$ cat config.mk
export PLATFORM = sky130hd
export DESIGN_NAME = uart_csr_unit
export DESIGN_NICKNAME = d
export VERILOG_FILES = /design/src/rtl/uart_csr_pkg.sv /design/src/rtl/uart_csr_sync.sv /design/src/rtl/uart_csr_status.sv /design/src/rtl/uart_csr_unit.sv
export SDC_FILE = /design/constraint.sdc
export NUM_CORES = 1
export LEC_CHECK = 0
export ABC_AREA = 1
export BUFFER_PORTS_ARGS = -buffer_cell sky130_fd_sc_hd__buf_2
export CORE_MARGIN = 2
export CORE_UTILIZATION = 40
export CTS_CLUSTER_DIAMETER = 50
export DETAILED_ROUTE_END_ITERATION = 6
export GPL_TIMING_DRIVEN = 0
export PLACE_DENSITY = 0.76
export SYNTH_ARGS = -nofsm -noshare
export SYNTH_HDL_FRONTEND = slang
export SYNTH_HIERARCHICAL = 1
export SYNTH_SLANG_ARGS = --single-unit
$ cat constraint.sdc
create_clock -name clk -period 1.45 [get_ports clk]
set_clock_uncertainty 0.05 [all_clocks]
set_input_delay 0.0725 -clock clk [delete_from_list [all_inputs] [get_ports clk]]
set_output_delay 0.0725 -clock clk [all_outputs]
set_load 0.02 [all_outputs]
$ cat src/rtl/uart_csr_pkg.sv
package uart_csr_pkg;
   localparam int ST_W = 13;
   localparam int B_PERR = 0;
   localparam int B_FERR = 1;
   localparam int B_BRK  = 2;
   localparam int B_ROVR = 3;
   localparam int B_TOVR = 4;
   localparam int B_TEMP = 5;
   localparam int B_TRDY = 6;
   localparam int B_RRDY = 7;
   localparam int B_EXC  = 8;
   localparam int B_FBRK = 9;
   localparam int B_DCTS = 10;
   localparam int B_CTS  = 11;
   localparam int B_EOP  = 12;
   localparam int N_ERR  = 5;
   localparam logic [ST_W-1:0] IRQ_EN_MASK = 13'h15FF;

   typedef enum logic [2:0] {
      W_RXD = 3'd0,
      W_TXD = 3'd1,
      W_STA = 3'd2,
      W_CTL = 3'd3,
      W_DIV = 3'd4,
      W_EOP = 3'd5
   } word_sel_e;
endpackage

$ cat src/rtl/uart_csr_sync.sv
module uart_csr_sync #(
   parameter int STAGES = 2
) (
   input  logic clk,
   input  logic rst_n,
   input  logic d,
   output logic q,
   output logic q_next
);
   if (STAGES < 2) begin : g_bad_stages
      $error("uart_csr_sync: STAGES must be at least 2");
   end

   logic [STAGES-1:0] chain_q;

   always_ff @(posedge clk or negedge rst_n) begin
      if (!rst_n) chain_q[0] <= 1'b0;
      else        chain_q[0] <= d;
   end

   for (genvar i = 1; i < STAGES; i++) begin : g_stage
      always_ff @(posedge clk or negedge rst_n) begin
         if (!rst_n) chain_q[i] <= 1'b0;
         else        chain_q[i] <= chain_q[i-1];
      end
   end

   assign q      = chain_q[STAGES-1];
   assign q_next = chain_q[STAGES-2];
endmodule

$ cat src/rtl/uart_csr_status.sv
module uart_csr_status
   import uart_csr_pkg::*;
(
   input  logic            clk,
   input  logic            rst_n,
   input  logic            rx_valid,
   input  logic            rx_perr,
   input  logic            rx_ferr,
   input  logic            rx_brk,
   input  logic            rx_eop_hit,
   input  logic            rx_read,
   input  logic            tx_wr,
   input  logic            tx_take,
   input  logic            tx_eop_hit,
   input  logic            tx_idle,
   input  logic            st_wr,
   input  logic            cts_lvl,
   input  logic            cts_edge,
   output logic [ST_W-1:0] status
);
   logic [N_ERR-1:0] err_q, err_set;
   logic rrdy_q, trdy_q, dcts_q, eop_q;

   assign err_set[B_PERR] = rx_valid & rx_perr;
   assign err_set[B_FERR] = rx_valid & rx_ferr;
   assign err_set[B_BRK]  = rx_valid & rx_brk;
   assign err_set[B_ROVR] = rx_valid & rrdy_q & ~rx_read;
   assign err_set[B_TOVR] = tx_wr & ~trdy_q;

   for (genvar e = 0; e < N_ERR; e++) begin : g_err
      always_ff @(posedge clk or negedge rst_n) begin
         if (!rst_n)          err_q[e] <= 1'b0;
         else if (err_set[e]) err_q[e] <= 1'b1;
         else if (st_wr)      err_q[e] <= 1'b0;
      end
   end

   always_ff @(posedge clk or negedge rst_n) begin
      if (!rst_n) begin
         rrdy_q <= 1'b0;
         trdy_q <= 1'b1;
         dcts_q <= 1'b0;
         eop_q  <= 1'b0;
      end else begin
         if (rx_valid)     rrdy_q <= 1'b1;
         else if (rx_read) rrdy_q <= 1'b0;

         if (tx_wr && trdy_q) trdy_q <= 1'b0;
         else if (tx_take)    trdy_q <= 1'b1;

         if (cts_edge)   dcts_q <= 1'b1;
         else if (st_wr) dcts_q <= 1'b0;

         if ((rx_valid && rx_eop_hit) || (tx_take && !trdy_q && tx_eop_hit))
            eop_q <= 1'b1;
         else if (st_wr)
            eop_q <= 1'b0;
      end
   end

   always_comb begin
      status              = '0;
      status[N_ERR-1:0]   = err_q;
      status[B_TEMP]      = trdy_q & tx_idle;
      status[B_TRDY]      = trdy_q;
      status[B_RRDY]      = rrdy_q;
      status[B_EXC]       = |err_q;
      status[B_DCTS]      = dcts_q;
      status[B_CTS]       = cts_lvl;
      status[B_EOP]       = eop_q;
   end


   rx_overrun_chk: assert property (@(posedge clk) disable iff (!rst_n)
      (rx_valid && rrdy_q && !rx_read) |=> status[B_ROVR]);

   rrdy_clear_chk: assert property (@(posedge clk) disable iff (!rst_n)
      (rx_read && !rx_valid) |=> !status[B_RRDY]);

   tx_overrun_chk: assert property (@(posedge clk) disable iff (!rst_n)
      (tx_wr && !status[B_TRDY]) |=> (status[B_TOVR] && !status[B_TRDY]));

   err_clear_chk: assert property (@(posedge clk) disable iff (!rst_n)
      (st_wr && !rx_valid && !tx_wr) |=> (status[4:0] == 5'd0));

   dcts_set_chk: assert property (@(posedge clk) disable iff (!rst_n)
      (cts_lvl != $past(cts_lvl)) |-> status[B_DCTS]);
endmodule

$ cat src/rtl/uart_csr_unit.sv
module uart_csr_unit
   import uart_csr_pkg::*;
#(
   parameter int               ADDR_W      = 5,
   parameter int               DATA_W      = 32,
   parameter int               CHAR_W      = 8,
   parameter int               DIV_W       = 16,
   parameter logic [DIV_W-1:0] DIV_RESET   = 16'd434,
   parameter int               SYNC_STAGES = 2
) (
   input  logic              clk,
   input  logic              rst_n,
   input  logic [ADDR_W-1:0] bus_addr,
   input  logic              bus_wr,
   input  logic              bus_rd,
   input  logic [DATA_W-1:0] bus_wdata,
   output logic [DATA_W-1:0] bus_rdata,
   input  logic              rx_valid,
   input  logic [CHAR_W-1:0] rx_byte,
   input  logic              rx_perr,
   input  logic              rx_ferr,
   input  logic              rx_brk,
   input  logic              core_tx_take,
   input  logic              core_tx_idle,
   output logic [CHAR_W-1:0] tx_byte,
   output logic              tx_full,
   output logic [DIV_W-1:0]  divisor_out,
   input  logic              cts_in,
   output logic              rts_out,
   output logic              brk_out,
   output logic              irq
);
   localparam int WIN_BITS = 5;
   localparam int WORD_LSB = 2;

   if (ADDR_W < WIN_BITS) begin : g_bad_addr
      $error("uart_csr_unit: ADDR_W must cover the 32-byte window");
   end
   if (DATA_W < ST_W || DIV_W > DATA_W || CHAR_W > DATA_W) begin : g_bad_width
      $error("uart_csr_unit: DATA_W too narrow for the registers");
   end

   logic in_window;
   if (ADDR_W > WIN_BITS) begin : g_upper_dec
      assign in_window = (bus_addr[ADDR_W-1:WIN_BITS] == '0);
   end else begin : g_no_upper
      assign in_window = 1'b1;
   end

   word_sel_e word;
   assign word = word_sel_e'(bus_addr[WIN_BITS-1:WORD_LSB]);

   logic wr_tx, wr_st, wr_ct, wr_dv, wr_ep, rd_rx;
   assign wr_tx = bus_wr & in_window & (word == W_TXD);
   assign wr_st = bus_wr & in_window & (word == W_STA);
   assign wr_ct = bus_wr & in_window & (word == W_CTL);
   assign wr_dv = bus_wr & in_window & (word == W_DIV);
   assign wr_ep = bus_wr & in_window & (word == W_EOP);
   assign rd_rx = bus_rd & in_window & (word == W_RXD);

   logic [ST_W-1:0]   ctrl_q, status;
   logic [DIV_W-1:0]  div_q;
   logic [CHAR_W-1:0] eopv_q, rx_hold_q, tx_hold_q;
   logic              cts_lvl, cts_nxt;

   uart_csr_sync #(.STAGES(SYNC_STAGES)) u_cts_sync (
      .clk   (clk),
      .rst_n (rst_n),
      .d     (cts_in),
      .q     (cts_lvl),
      .q_next(cts_nxt)
   );

   uart_csr_status u_status (
      .clk       (clk),
      .rst_n     (rst_n),
      .rx_valid  (rx_valid),
      .rx_perr   (rx_perr),
      .rx_ferr   (rx_ferr),
      .rx_brk    (rx_brk),
      .rx_eop_hit(rx_byte == eopv_q),
      .rx_read   (rd_rx),
      .tx_wr     (wr_tx),
      .tx_take   (core_tx_take),
      .tx_eop_hit(tx_hold_q == eopv_q),
      .tx_idle   (core_tx_idle),
      .st_wr     (wr_st),
      .cts_lvl   (cts_lvl),
      .cts_edge  (cts_nxt != cts_lvl),
      .status    (status)
   );

   always_ff @(posedge clk or negedge rst_n) begin
      if (!rst_n) begin
         ctrl_q    <= '0;
         div_q     <= DIV_RESET;
         eopv_q    <= '0;
         rx_hold_q <= '0;
         tx_hold_q <= '0;
      end else begin
         if (wr_ct) ctrl_q <= bus_wdata[ST_W-1:0];
         if (wr_dv) div_q  <= bus_wdata[DIV_W-1:0];
         if (wr_ep) eopv_q <= bus_wdata[CHAR_W-1:0];
         if (rx_valid) rx_hold_q <= rx_byte;
         if (wr_tx && status[B_TRDY]) tx_hold_q <= bus_wdata[CHAR_W-1:0];
      end
   end

   always_comb begin
      bus_rdata = '0;
      if (in_window) begin
         case (word)
            W_RXD:   bus_rdata[CHAR_W-1:0] = rx_hold_q;
            W_TXD:   bus_rdata[CHAR_W-1:0] = tx_hold_q;
            W_STA:   bus_rdata[ST_W-1:0]   = status;
            W_CTL:   bus_rdata[ST_W-1:0]   = ctrl_q;
            W_DIV:   bus_rdata[DIV_W-1:0]  = div_q;
            W_EOP:   bus_rdata[CHAR_W-1:0] = eopv_q;
            default: bus_rdata = '0;
         endcase
      end
   end

   assign tx_byte     = tx_hold_q;
   assign tx_full     = ~status[B_TRDY];
   assign divisor_out = div_q;
   assign rts_out     = ctrl_q[B_CTS];
   assign brk_out     = ctrl_q[B_FBRK];
   assign irq         = |(status & ctrl_q & IRQ_EN_MASK);


   irq_cause_chk: assert property (@(posedge clk) disable iff (!rst_n)
      irq |-> ((ctrl_q & IRQ_EN_MASK) != '0));

   div_load_chk: assert property (@(posedge clk) disable iff (!rst_n)
      wr_dv |=> (divisor_out == $past(bus_wdata[DIV_W-1:0])));

   tx_hold_keep_chk: assert property (@(posedge clk) disable iff (!rst_n)
      (wr_tx && tx_full) |=> $stable(tx_byte));
endmodule

# Yosys cells after proc, flatten, opt, wreduce, memory -nomap -nowiden

Index checks and enable logic that the tools add are counted.
Widths: inputs -> output; s select.

Bits in read-only memories: 0
Bits of input ports: 56
Register bits: 64
Memories: 0
Logic and storage cells: 73
Output and inout bits: 60
Latch bits: 0
Memory bits (writable): 0

Reductions and logical operators: 18
Shift operators: 0
Muxes and demuxes: 15
$add $sub $neg: 0
Bitwise operators: 16
Multiply operators: 0
$lt $le $gt $ge: 0
Equality and inequality tests: 8
Divide/modulo/power cells: 0

Operators by type and width:

| kind               | count |
|---|---|
| $pmux 8 s6         | 1 |
| $reduce_bool 2->1  | 9 |
| $eq 8x8->1         | 2 |
| $pmux 5 s3         | 1 |
| $and 1x1->1        | 13 |
| $and 13x13->13     | 1 |
| $mux 1             | 12 |
| $reduce_or 11->1   | 1 |
| $eq 3x2->1 const B | 2 |
| $eq 3x3->1 const B | 2 |
| $reduce_or 5->1    | 1 |
| $logic_and 1x1->1  | 4 |
| $eq 3x1->1 const B | 1 |
| $logic_not 3->1    | 1 |
| $mux 3             | 1 |
| $not 1->1          | 2 |
| $logic_not 1->1    | 1 |
| $logic_or 1x1->1   | 1 |
| $ne 1x1->1         | 1 |

# Logic depth before layout (Yosys ltp)

Gate-level depths: netlist (run 1).

Word-level depth: 5
Mapped depth: 8
Gate-level depth less buffers: 8

# Modules after synthesis

Netlist (run 1), hierarchy kept.

Modules (own cells, without submodules):

| module          | area each (um2) | cells an instance | times used | seq. area each (um2) |
|---|---|---|---|---|
| uart_csr_unit   | 3,347.0         | 472               | 1          | 1,332.5 |
| uart_csr_status | 410.4           | 47                | 1          | 226.5 |
| uart_csr_sync   | 50.0            | 2                 | 1          | 50.0 |

# Worst setup path before layout (run 1)

No wires, ideal clock.

Kind: reg2reg
From: reg u_status.trdy_q
To: reg tx_hold_q[5] (netlist: tx_byte[5])
Stages on the path, launching flop included: 6
Buffers on the path: 2
Clock period less this slack: 1.203 ns
Setup time: 0.126 ns
Arrival: 1.027 ns
Setup slack: 0.247 ns
Required time: 1.274 ns
Cell sequence: dfstp_2 buf_4 nand4_4 buf_6 nand2_1 o21ai_0

Longest elaborated chain between the ends: 1

RTL lines:

| what                   | RTL line              | source |
|---|---|---|
| start, declared        | uart_csr_status.sv:22 | `logic rrdy_q, trdy_q, dcts_q, eop_q;` |
| start signal, assigned | uart_csr_status.sv:41 | `trdy_q <= 1'b1;` |
| start signal, assigned | uart_csr_status.sv:48 | `if (tx_wr && trdy_q) trdy_q <= 1'b0;` |
| start signal, assigned | uart_csr_status.sv:49 | `else if (tx_take) trdy_q <= 1'b1;` |
| $logic_and 1x1->1      | uart_csr_unit.sv:105  | `if (wr_tx && status[B_TRDY]) tx_hold_q <= bus_wdata[CHAR_W-1:0];` |
| end signal, assigned   | uart_csr_unit.sv:105  |  |
| end, declared          | uart_csr_unit.sv:63   | `logic [CHAR_W-1:0] eopv_q, rx_hold_q, tx_hold_q;` |

No other way between the ends.
A chain may end at the register's enable or synchronous reset.

# Final worst setup path (run 1)

From: reg u_status.trdy_q
To: out bus_rdata[6]

Longest elaborated chain between the ends: 1

RTL lines:

| what          | RTL line             | source |
|---|---|---|
| $pmux 8 s6    | uart_csr_unit.sv:112 | `case (word)` |
| end, declared | uart_csr_unit.sv:17  | `output logic [DATA_W-1:0] bus_rdata,` |

No other way between the ends.

==> results of run 1 <==
## synth_stat cells, drive strengths merged
library cell  number  area [um2]
xor2               1        8.76
o21bai             1        7.51
inv               73         277
buf               39         307
dfrtp             58        1450
nor3               2        26.3
o21ai             48         282
nor4               1        6.26
nor2              39         196
nand4             13        96.3
clkbuf             2        7.51
conb               2        7.51
dfstp              6         158
nand2            185         719
a21o               1        7.51
nand3             42         210
a21oi              8        40.0
## state kept, by name (all words and copies together) (netlist names)
| register | cells |
|---|---|
| ctrl_q | 13 |
| u_cts_sync/q_next | 1 |
| rx_hold_q | 8 |
| divisor_out | 16 |
| u_status/trdy_q | 1 |
| u_status/rrdy_q | 1 |
| u_status/status | 5 |
| tx_byte | 8 |
| u_status/eop_q | 1 |
| u_cts_sync/q | 1 |
| u_status/dcts_q | 1 |
| eopv_q | 8 |
## metrics by stage
step / total power [W] / hold WS, ps / setup TNS [ps] / instances
floorplan: 0.00379 / -273 / 0 / 536
global placement: 0.00439 / 131 / 0 / 743
detailed placement: 0.00445 / 133 / -3.16 / 743
CTS: 0.00592 / 25.7 / -377 / 793
global route: 0.00641 / 41.4 / -894 / 800
finish: 0.00606 / 26.8 / -386 / 800
## worst min path at each step
stage                 from                  to  slack (ps)  cells after the start
global placement    cts_in   u_cts_sync/q_next         130                      1
detailed placement  cts_in   u_cts_sync/q_next         130                      1
finish              bus_rd  u_status/status[3]          30                      4
global route        bus_rd  u_status/status[3]          40                      4
floorplan            rst_n           ctrl_q[0]        -270                      0
CTS                 bus_rd  u_status/status[3]          30                      4
## layout make-up
cell class,instances,area [um2]
clock inverter,4,22.5
sequential,64,1610
timing repair buffer,121,871
tap,129,161
buffer,41,323
fill,821,4110
multi-input combinational,358,1730
inverter,73,277
clock buffer,10,138
## cells by family (layout without fill, tap and decap cells)
logic type,count (synthesis),in the layout
other cells,2,17
xor+xnor,1,1
buf+inv,114,249
compound gates,58,58
flops,64,64
simple gates,282,282
## layer usage
| metal | GRT usage | vias to the layer above |
|---|---|---|
| met2 | 0.355 | 180 |
| met3 | 0.0331 | 27 |
| met5 | 0 | - |
| met1 | 0.284 | 1785 |
| met4 | 0.111 | 0 |
| li1 | - | 1880 |
## what timing repair did
item                                    CTS  global route
cloned                                    0             1
pin swaps                                10            16
hold buffers                             33             1
resized for setup                        19            39
hold endpoints to repair                 57            58
setup buffers                             3             6
endpoints found under the setup margin    7            26
## worst register-to-register path: cells and delay by family, from the launching register on
family | cells | cell delay, ps
DFF | 1 | 550
and+or+nand+nor | 2 | 230
AOI/OAI and AO/OA | 1 | 70
buffers and inverters | 3 | 410
## power groups by stage
| stage | Clock [W] | Sequential [W] | Combinational, W |
|---|---|---|---|
| after floorplan | 0 | 0.00272 | 0.00106 |
| after global placement | 0 | 0.00258 | 0.00181 |
| after detailed placement | 0 | 0.00259 | 0.00186 |
| after CTS | 0.00132 | 0.00257 | 0.00204 |
| after global routing | 0.00139 | 0.00264 | 0.00238 |
| final | 0.00130 | 0.00259 | 0.00217 |
==> run summary, run 1 <==
WP depth -> 6
failing checks -> DRC, setup timing
Req. time, crit path -> 1330 ps
H-tree Lvls -> 3
final period utilization -> 1.09
IO Count -> 116
sequential power share -> 0.428
power share of the clock group -> 0.215
Synth Area in Compound Gates -> 0.0884
CTS buffer count -> 9
All-Layer GR Usage -> 0.219
CP Buf/Inv Count -> 2
result of the run -> complete, but fails checks
Leak -> 2.76 nW
CP endpoint kind -> output pin
Avg Synthesized Cell Area -> 7.31 um2
CP Class -> register to output pin
crit-path max cell delay -> 550 ps
WL/cell -> 13.9 um
1st-iter DRT viols -> 314
gpl congestion -> 0.899
reg2reg setup slack -> 30 ps
clock slew at reported path FFs -> 60 ps
starting density of the core -> 0.412
warnings from Yosys -> 6
Tmin final -> 1580 ps
antenna viol nets, final -> 0
slowest CP cell -> dfstp_2
Worst slew margin -> 0.464
Final WS setup -> -131 ps
Vias/cell -> 4.84
port bufs -> 78
post-synth cell types -> 30
layout cells sized above 1 -> 0.294
Final HPWL DP -> 8.07 mm
DR top layer -> met4
post-synthesis adder-cell area fraction -> 0
pin count of the biggest net entering global routing -> 65
Mapped Cells -> 521
Netlist Area Pre-Place -> 0.00381 mm2
Worst Setup EP -> bus_rdata[6]
Synth Area in Simple Gates -> 0.330
most frequent cells in the layout -> 174 x nand2_1, 77 x buf_2, 67 x inv_1
root buffer cell -> clkbuf_8
sequential-to-total area share from yosys stat -> 0.423
post-layout net count -> 724
Core Util, Final -> 0.555
M1 WL -> 4.66 mm
Switching Share -> 0.388
Setup crit start -> u_status/trdy_q
die area -> 0.0103 mm2
area grow syn2layout -> 34.8%
CTS sink count -> 64
worst slack, placed -> -3.16 ps
via count -> 3,872
largest family of logic cells by synthesized area -> simple AND/OR/NAND/NOR gates
Synth Area in XOR/XNOR -> 0.00230
endpoint of the worst register-to-register path -> tx_byte[0]
Synth Register Bits -> 64
# DRC -> 2
Final Setup Violations -> 5
Clock Latency Late Sink -> 340 ps
Peak VDD IR -> 0.628 mV
grt total ovfl -> 0
Register-to-Register Path Depth -> 6
Logic pwr share -> 0.357
Hold/Removal Path Class -> input port to register
final wirelength -> 11.1 mm
Slew Limit Fails -> 0
commonest non-fill, non-tap cell in the layout -> nand2_1
fin area -> 0.00513 mm2
internal power -> 0.00371 W
worst slew pin tran -> 804 ps
Placed Area -> 0.00442 mm2
Final Hold Fails -> 0
CTS tree -> built
WP data arrival -> 1460 ps
P per Cell Area -> 1180 mW/mm2
r2r startpoint -> u_status/trdy_q
RSZ-0062 raised after global routing -> true
Max Freq -> 632 MHz
CP Launch Type -> register
number of global-route vias before repair -> 3,658
multiplexer share of the synthesized area -> 0
met2 wire length -> 5.42 mm
Antenna Cells -> 0
DRT Pass-1 Iters -> 7
# rows -> 35
Bufs on Longest Clock Path -> 2
Psw -> 0.00236 W
CP max FO -> 4
first-pass GRT wire length -> 17.4 mm
max-cap check violation count -> 0
met3 wire length -> 709 um
CP delay by family, top -> flip-flops
Die H -> 102 um
Chip Width -> 102 um
critical path, cell by cell -> buf_6 -> nand3_1 -> nand2_1 -> nor2_1 -> nand2_1 -> buf_6
Core Box Area -> 0.00924 mm2
antenna violations before repair -> 0
No activity file was read; power rests on OpenSTA's default activity.
==> run 2: changes to the inputs <==
- SETUP_SLACK_MARGIN: default -> 0.02
==> run 2 against run 1 <==
Effect of this change: the run ends with setup timing left; die area is the same; utilization shrank 0.12 points; sequential power is essentially flat; routed wire length grew 0.13%; register-to-register slack gained 30 ps; hold slack lost 1.5 ps; critical path depth is the same; fmax is essentially flat; final cell count shrank 0.13%; via count grew 0.72%; power grew 0.33%; critical path type unchanged; critical endpoint unchanged; largest cell class unchanged.
==> run summary, run 2 (synthesis gave the netlist of run 1 again) <==
Logic pwr share -> 0.358
clock slew at reported path FFs -> 60 ps
fin area -> 0.00512 mm2
sequential power share -> 0.427
Max Freq -> 633 MHz
Chip Width -> 102 um
commonest non-fill, non-tap cell in the layout -> nand2_1
Worst slew margin -> 0.466
worst hold endpoint -> u_status/status[3]
DRT Pass-1 Iters -> 5
CTS buffer count -> 9
CP endpoint kind -> output pin
Total Power -> 0.00608 W
IO Count -> 116
via count -> 3,900
1st-iter DRT viols -> 277
r2r startpoint -> u_status/trdy_q
antenna viol nets, final -> 0
starting density of the core -> 0.412
dpl cells -> 743
slowest CP cell -> dfstp_2
pin count of the biggest net entering global routing -> 65
gpl congestion -> 0.899
H-tree Lvls -> 3
Peak VDD IR -> 0.628 mV
Register-to-Register Path Depth -> 6
CTS sink count -> 64
Final WS setup -> -131 ps
CP Launch Type -> register
hold_ws -> 25.3 ps
final wirelength -> 11.1 mm
final period utilization -> 1.09
Bufs on Longest Clock Path -> 2
layout cells sized above 1 -> 0.297
Antenna Cells -> 0
endpoint of the worst register-to-register path -> tx_byte[6]
CP Class -> register to output pin
Vias/cell -> 4.88
number of global-route vias before repair -> 3,670
hold wc startpoint -> bus_rd
critical path, cell by cell -> buf_6 -> nand3_1 -> nand2_1 -> nor2_1 -> nand2_1 -> buf_6
All-Layer GR Usage -> 0.219
RSZ-0062 raised after global routing -> true
# rows -> 35
WP data arrival -> 1460 ps
number of flip-flops in the largest register -> 16
# DRC -> 0
Layout Cells excl Fill -> 799
first-pass GRT wire length -> 17.4 mm
Final Hold Fails -> 0
P per Cell Area -> 1190 mW/mm2
Switching Share -> 0.390
Final Setup Violations -> 5
max-cap check violation count -> 0
Core Box Area -> 0.00924 mm2
internal power -> 0.00371 W
crit-path max cell delay -> 550 ps
Psw -> 0.00237 W
Tmin final -> 1580 ps
CTS tree -> built
Final HPWL DP -> 8.07 mm
CP max FO -> 4
Leak -> 2.75 nW
Hold/Removal Path Class -> input port to register
Placed Area -> 0.00442 mm2
failing checks -> setup timing
antenna violations before repair -> 0
result of the run -> complete, but fails checks
root buffer cell -> clkbuf_8
worst hold path stage count -> 4
Slew Limit Fails -> 0
Clock Latency Late Sink -> 340 ps
WL/cell -> 13.9 um
Req. time, crit path -> 1330 ps
die area -> 0.0103 mm2
power share of the clock group -> 0.216
post-layout net count -> 723
area grow syn2layout -> 34.5%
port bufs -> 78
most frequent cells in the layout -> 173 x nand2_1, 77 x buf_2, 67 x inv_1
grt total ovfl -> 0
reg2reg setup slack -> 60 ps
worst slew pin tran -> 801 ps
Die H -> 102 um
## run 2: stage by stage
stage          setup slack [ps]  TNS [ps]  utilization
2_1_floorplan               247         0            -
3_3_place_gp               31.6         0        0.478
3_5_place_dp              -3.16     -3.16        0.478
4_1_cts                    -134      -377        0.540
5_1_grt                    -192      -817        0.554
6_report                   -131      -396        0.554
## run 2: per-layer routing
metal  wire (um)  track usage
met2        5310        0.357
met1        4640        0.283
met5           0            0
met4         431        0.111
met3         717       0.0324
## run 2: final cells by class
| cell class | instances | area [um2] |
|---|---|---|
| tap | 129 | 161 |
| buffer | 41 | 323 |
| timing repair buffer | 120 | 851 |
| clock inverter | 4 | 22.5 |
| inverter | 73 | 277 |
| multi-input combinational | 358 | 1740 |
| fill | 822 | 4120 |
| sequential | 64 | 1610 |
| clock buffer | 10 | 138 |
## run 2: timing repair
item,4_1_cts,5_1_grt
hold buffers,33,1
endpoints found under the setup margin,8,27
pin swaps,12,13
cloned,0,1
gates resized for setup,24,38
buffers inserted,4,4
hold endpoints to repair,59,58
## run 2: power by group through the flow
stage | sequential, W | clock, W | combinational (W)
after floorplan | 0.00272 | 0 | 0.00106
after global placement | 0.00258 | 0 | 0.00181
after detailed placement | 0.00259 | 0 | 0.00186
after CTS | 0.00256 | 0.00132 | 0.00206
after global routing | 0.00264 | 0.00140 | 0.00240
final | 0.00259 | 0.00131 | 0.00218
## run 2: critical path, delay by kind of cell (launching register included)
family        cells  cell delay, ps
simple gates      4             320
buf+inv           2             240
flops             1             550
## run 2: worst max-delay path by stage
| stage | startpoint | endpoint | slack (ps) | depth (start not counted) |
|---|---|---|---|---|
| 3_3_place_gp | bus_addr[4] | u_status/dcts_q | 30 | 5 |
| 6_report | u_status/trdy_q | bus_rdata[6] | -130 | 6 |
| 2_1_floorplan | u_status/trdy_q | tx_byte[5] | 250 | 5 |
| 4_1_cts | u_status/trdy_q | bus_rdata[5] | -130 | 7 |
| 5_1_grt | u_status/trdy_q | bus_rdata[5] | -190 | 7 |
| 3_5_place_dp | bus_addr[4] | u_status/dcts_q | -3 | 5 |
==> run 3: changes to the inputs <==
- CTS_BUF_LIST: default -> sky130_fd_sc_hd__clkbuf_16
==> run 3 against run 2 <==
Effect of this change: the run still ends with setup timing left; final cell count rose by 0.13%; sequential cell count did not move; routed wire length rose by 5.3%; hold slack got worse by 15 ps; non-clock buffer count rose by 1; clock power rose by 42%; via count rose by 0.62%; register-to-register slack got worse by 20 ps.
==> run summary, run 3 (synthesis gave the netlist of run 1 again) <==
result of the run -> complete, but fails checks
failing checks -> setup timing
pin count of the biggest net entering global routing -> 65
1st-iter DRT viols -> 310
most frequent cells in the layout -> 170 x nand2_1, 76 x buf_2, 66 x inv_1
Final WS setup -> -94.2 ps
worst hold path stage count -> 3
Register-to-Register Path Depth -> 6
filler instances -> 794
Max Freq -> 648 MHz
Placed Area -> 0.00442 mm2
antenna viol nets, final -> 0
clock slew at reported path FFs -> 50 ps
first-pass GRT wire length -> 18.2 mm
layout cells sized above 1 -> 0.304
hold wc startpoint -> rx_valid
Core Box Area -> 0.00924 mm2
CP max FO -> 4
die area -> 0.0103 mm2
sequential power share -> 0.389
Vias/cell -> 4.91
CP Launch Type -> register
commonest non-fill, non-tap cell in the layout -> nand2_1
area grow syn2layout -> 37.7%
CP Class -> register to output pin
Die H -> 102 um
Tmin final -> 1540 ps
CP endpoint kind -> output pin
CTS buffer count -> 9
gpl congestion -> 0.899
WL/cell -> 14.6 um
fin area -> 0.00524 mm2
Worst slew margin -> 0.464
via count -> 3,924
IO Count -> 116
port bufs -> 78
Final Setup Violations -> 4
Antenna Cells -> 0
Leak -> 2.81 nW
Final HPWL DP -> 8.07 mm
CTS tree -> built
worst slew pin tran -> 804 ps
Switching Share -> 0.371
All-Layer GR Usage -> 0.229
# DRC -> 0
Peak VDD IR -> 0.731 mV
Logic pwr share -> 0.335
antenna violations before repair -> 0
DRT Pass-1 Iters -> 5
final wirelength -> 11.7 mm
number of global-route vias before repair -> 3,732
Fin Setup TNS -> -277 ps
r2r startpoint -> u_status/trdy_q
starting density of the core -> 0.412
Hold/Removal Path Class -> input port to register
grt total ovfl -> 0
Req. time, crit path -> 1330 ps
Psw -> 0.00249 W
final period utilization -> 1.06
# rows -> 35
Setup crit start -> u_status/trdy_q
Bufs on Longest Clock Path -> 2
Final Hold Fails -> 0
P per Cell Area -> 1280 mW/mm2
CTS sink count -> 64
max-cap check violation count -> 0
Slew Limit Fails -> 0
Chip Width -> 102 um
internal power -> 0.00423 W
root buffer cell -> clkbuf_16
WP data arrival -> 1420 ps
power share of the clock group -> 0.276
post-layout net count -> 724
Clock Latency Late Sink -> 320 ps
number of flip-flops in the largest register -> 16
H-tree Lvls -> 3
RSZ-0062 raised after global routing -> true
[run 3: cell count changes in the layout (fill, tap and decap cells not counted), moves of 2 or more]
cell and delta:
nand2_1 -3, clkbuf_8 -10, o21ai_1 -2, dlygate4sd3_1 -2, nand2_2 +2, buf_4 +2, clkbuf_16 +9
[run 3: area by class of cell]
| cell class | count | area, um2 | area share |
|---|---|---|---|
| clock inverters | 5 | 26.3 | 0.00501 |
| clock buffers | 9 | 225 | 0.0430 |
| inverters | 73 | 277 | 0.0527 |
| well taps | 129 | 161 | 0.0308 |
| flip-flops and latches | 64 | 1610 | 0.307 |
| multi-input cells | 358 | 1750 | 0.334 |
| repair buffers | 121 | 872 | 0.166 |
| plain buffers | 41 | 322 | 0.0613 |
[run 3: path summary, 6_finish.rpt]
path	endpoint	slack [ps]
max	bus_rdata[6]	-90
min	u_status/status[2]	10
max reg2reg	tx_byte[4]	40
min reg2reg	u_cts_sync/q	360
max in group asynchronous	tx_byte[4]	460
min in group asynchronous	tx_byte[2]	330
[run 3: worst max-delay path: stages, from the launching register on]
cell     delay [ps]
dfstp_2         550
buf_6           130
nand3_2          80
nand2_2          90
nor2_1           50
nand2_1          80
buf_6           120
[run 3: timing repair]
action / CTS / global route
endpoints found under the setup margin: 7 / 18
buffers inserted: 4 / 7
gates resized for setup: 27 / 38
gates cloned: 0 / 1
pin swaps: 13 / 10
endpoints found under the hold margin: 49 / 58
hold buffers: 31 / 1
[run 3: power groups by stage]
stage / Sequential, W / Combinational (W) / Clock, W
2_1_floorplan: 0.00272 / 0.00106 / 0
5_1_grt: 0.00265 / 0.00247 / 0.00194
4_1_cts: 0.00257 / 0.00206 / 0.00186
3_5_place_dp: 0.00259 / 0.00186 / 0
3_3_place_gp: 0.00258 / 0.00181 / 0
6_report: 0.00261 / 0.00225 / 0.00186
[run 3: routing by layer]
metal | global-route usage | share of wire | wire [um] | vias up
met5 | 0 | 0 | 0 | -
met4 | 0.128 | 0.048 | 566 | 0
met3 | 0.0359 | 0.064 | 744 | 49
met2 | 0.361 | 0.48 | 5630 | 190
met1 | 0.301 | 0.41 | 4750 | 1812
li1 | - | - | - | 1873
[run 3: metrics by stage]
step / total power (W) / hold slack [ps] / worst slack, ps / std cells / utilization
floorplan: 0.00379 / -273 / 247 / 536 / -
global placement: 0.00439 / 131 / 31.6 / 743 / 0.478
detailed placement: 0.00445 / 133 / -3.16 / 743 / 0.478
CTS: 0.00649 / 5.18 / -89.7 / 792 / 0.549
global route: 0.00706 / 20.6 / -143 / 800 / 0.567
finish: 0.00672 / 10.8 / -94.2 / 800 / 0.567
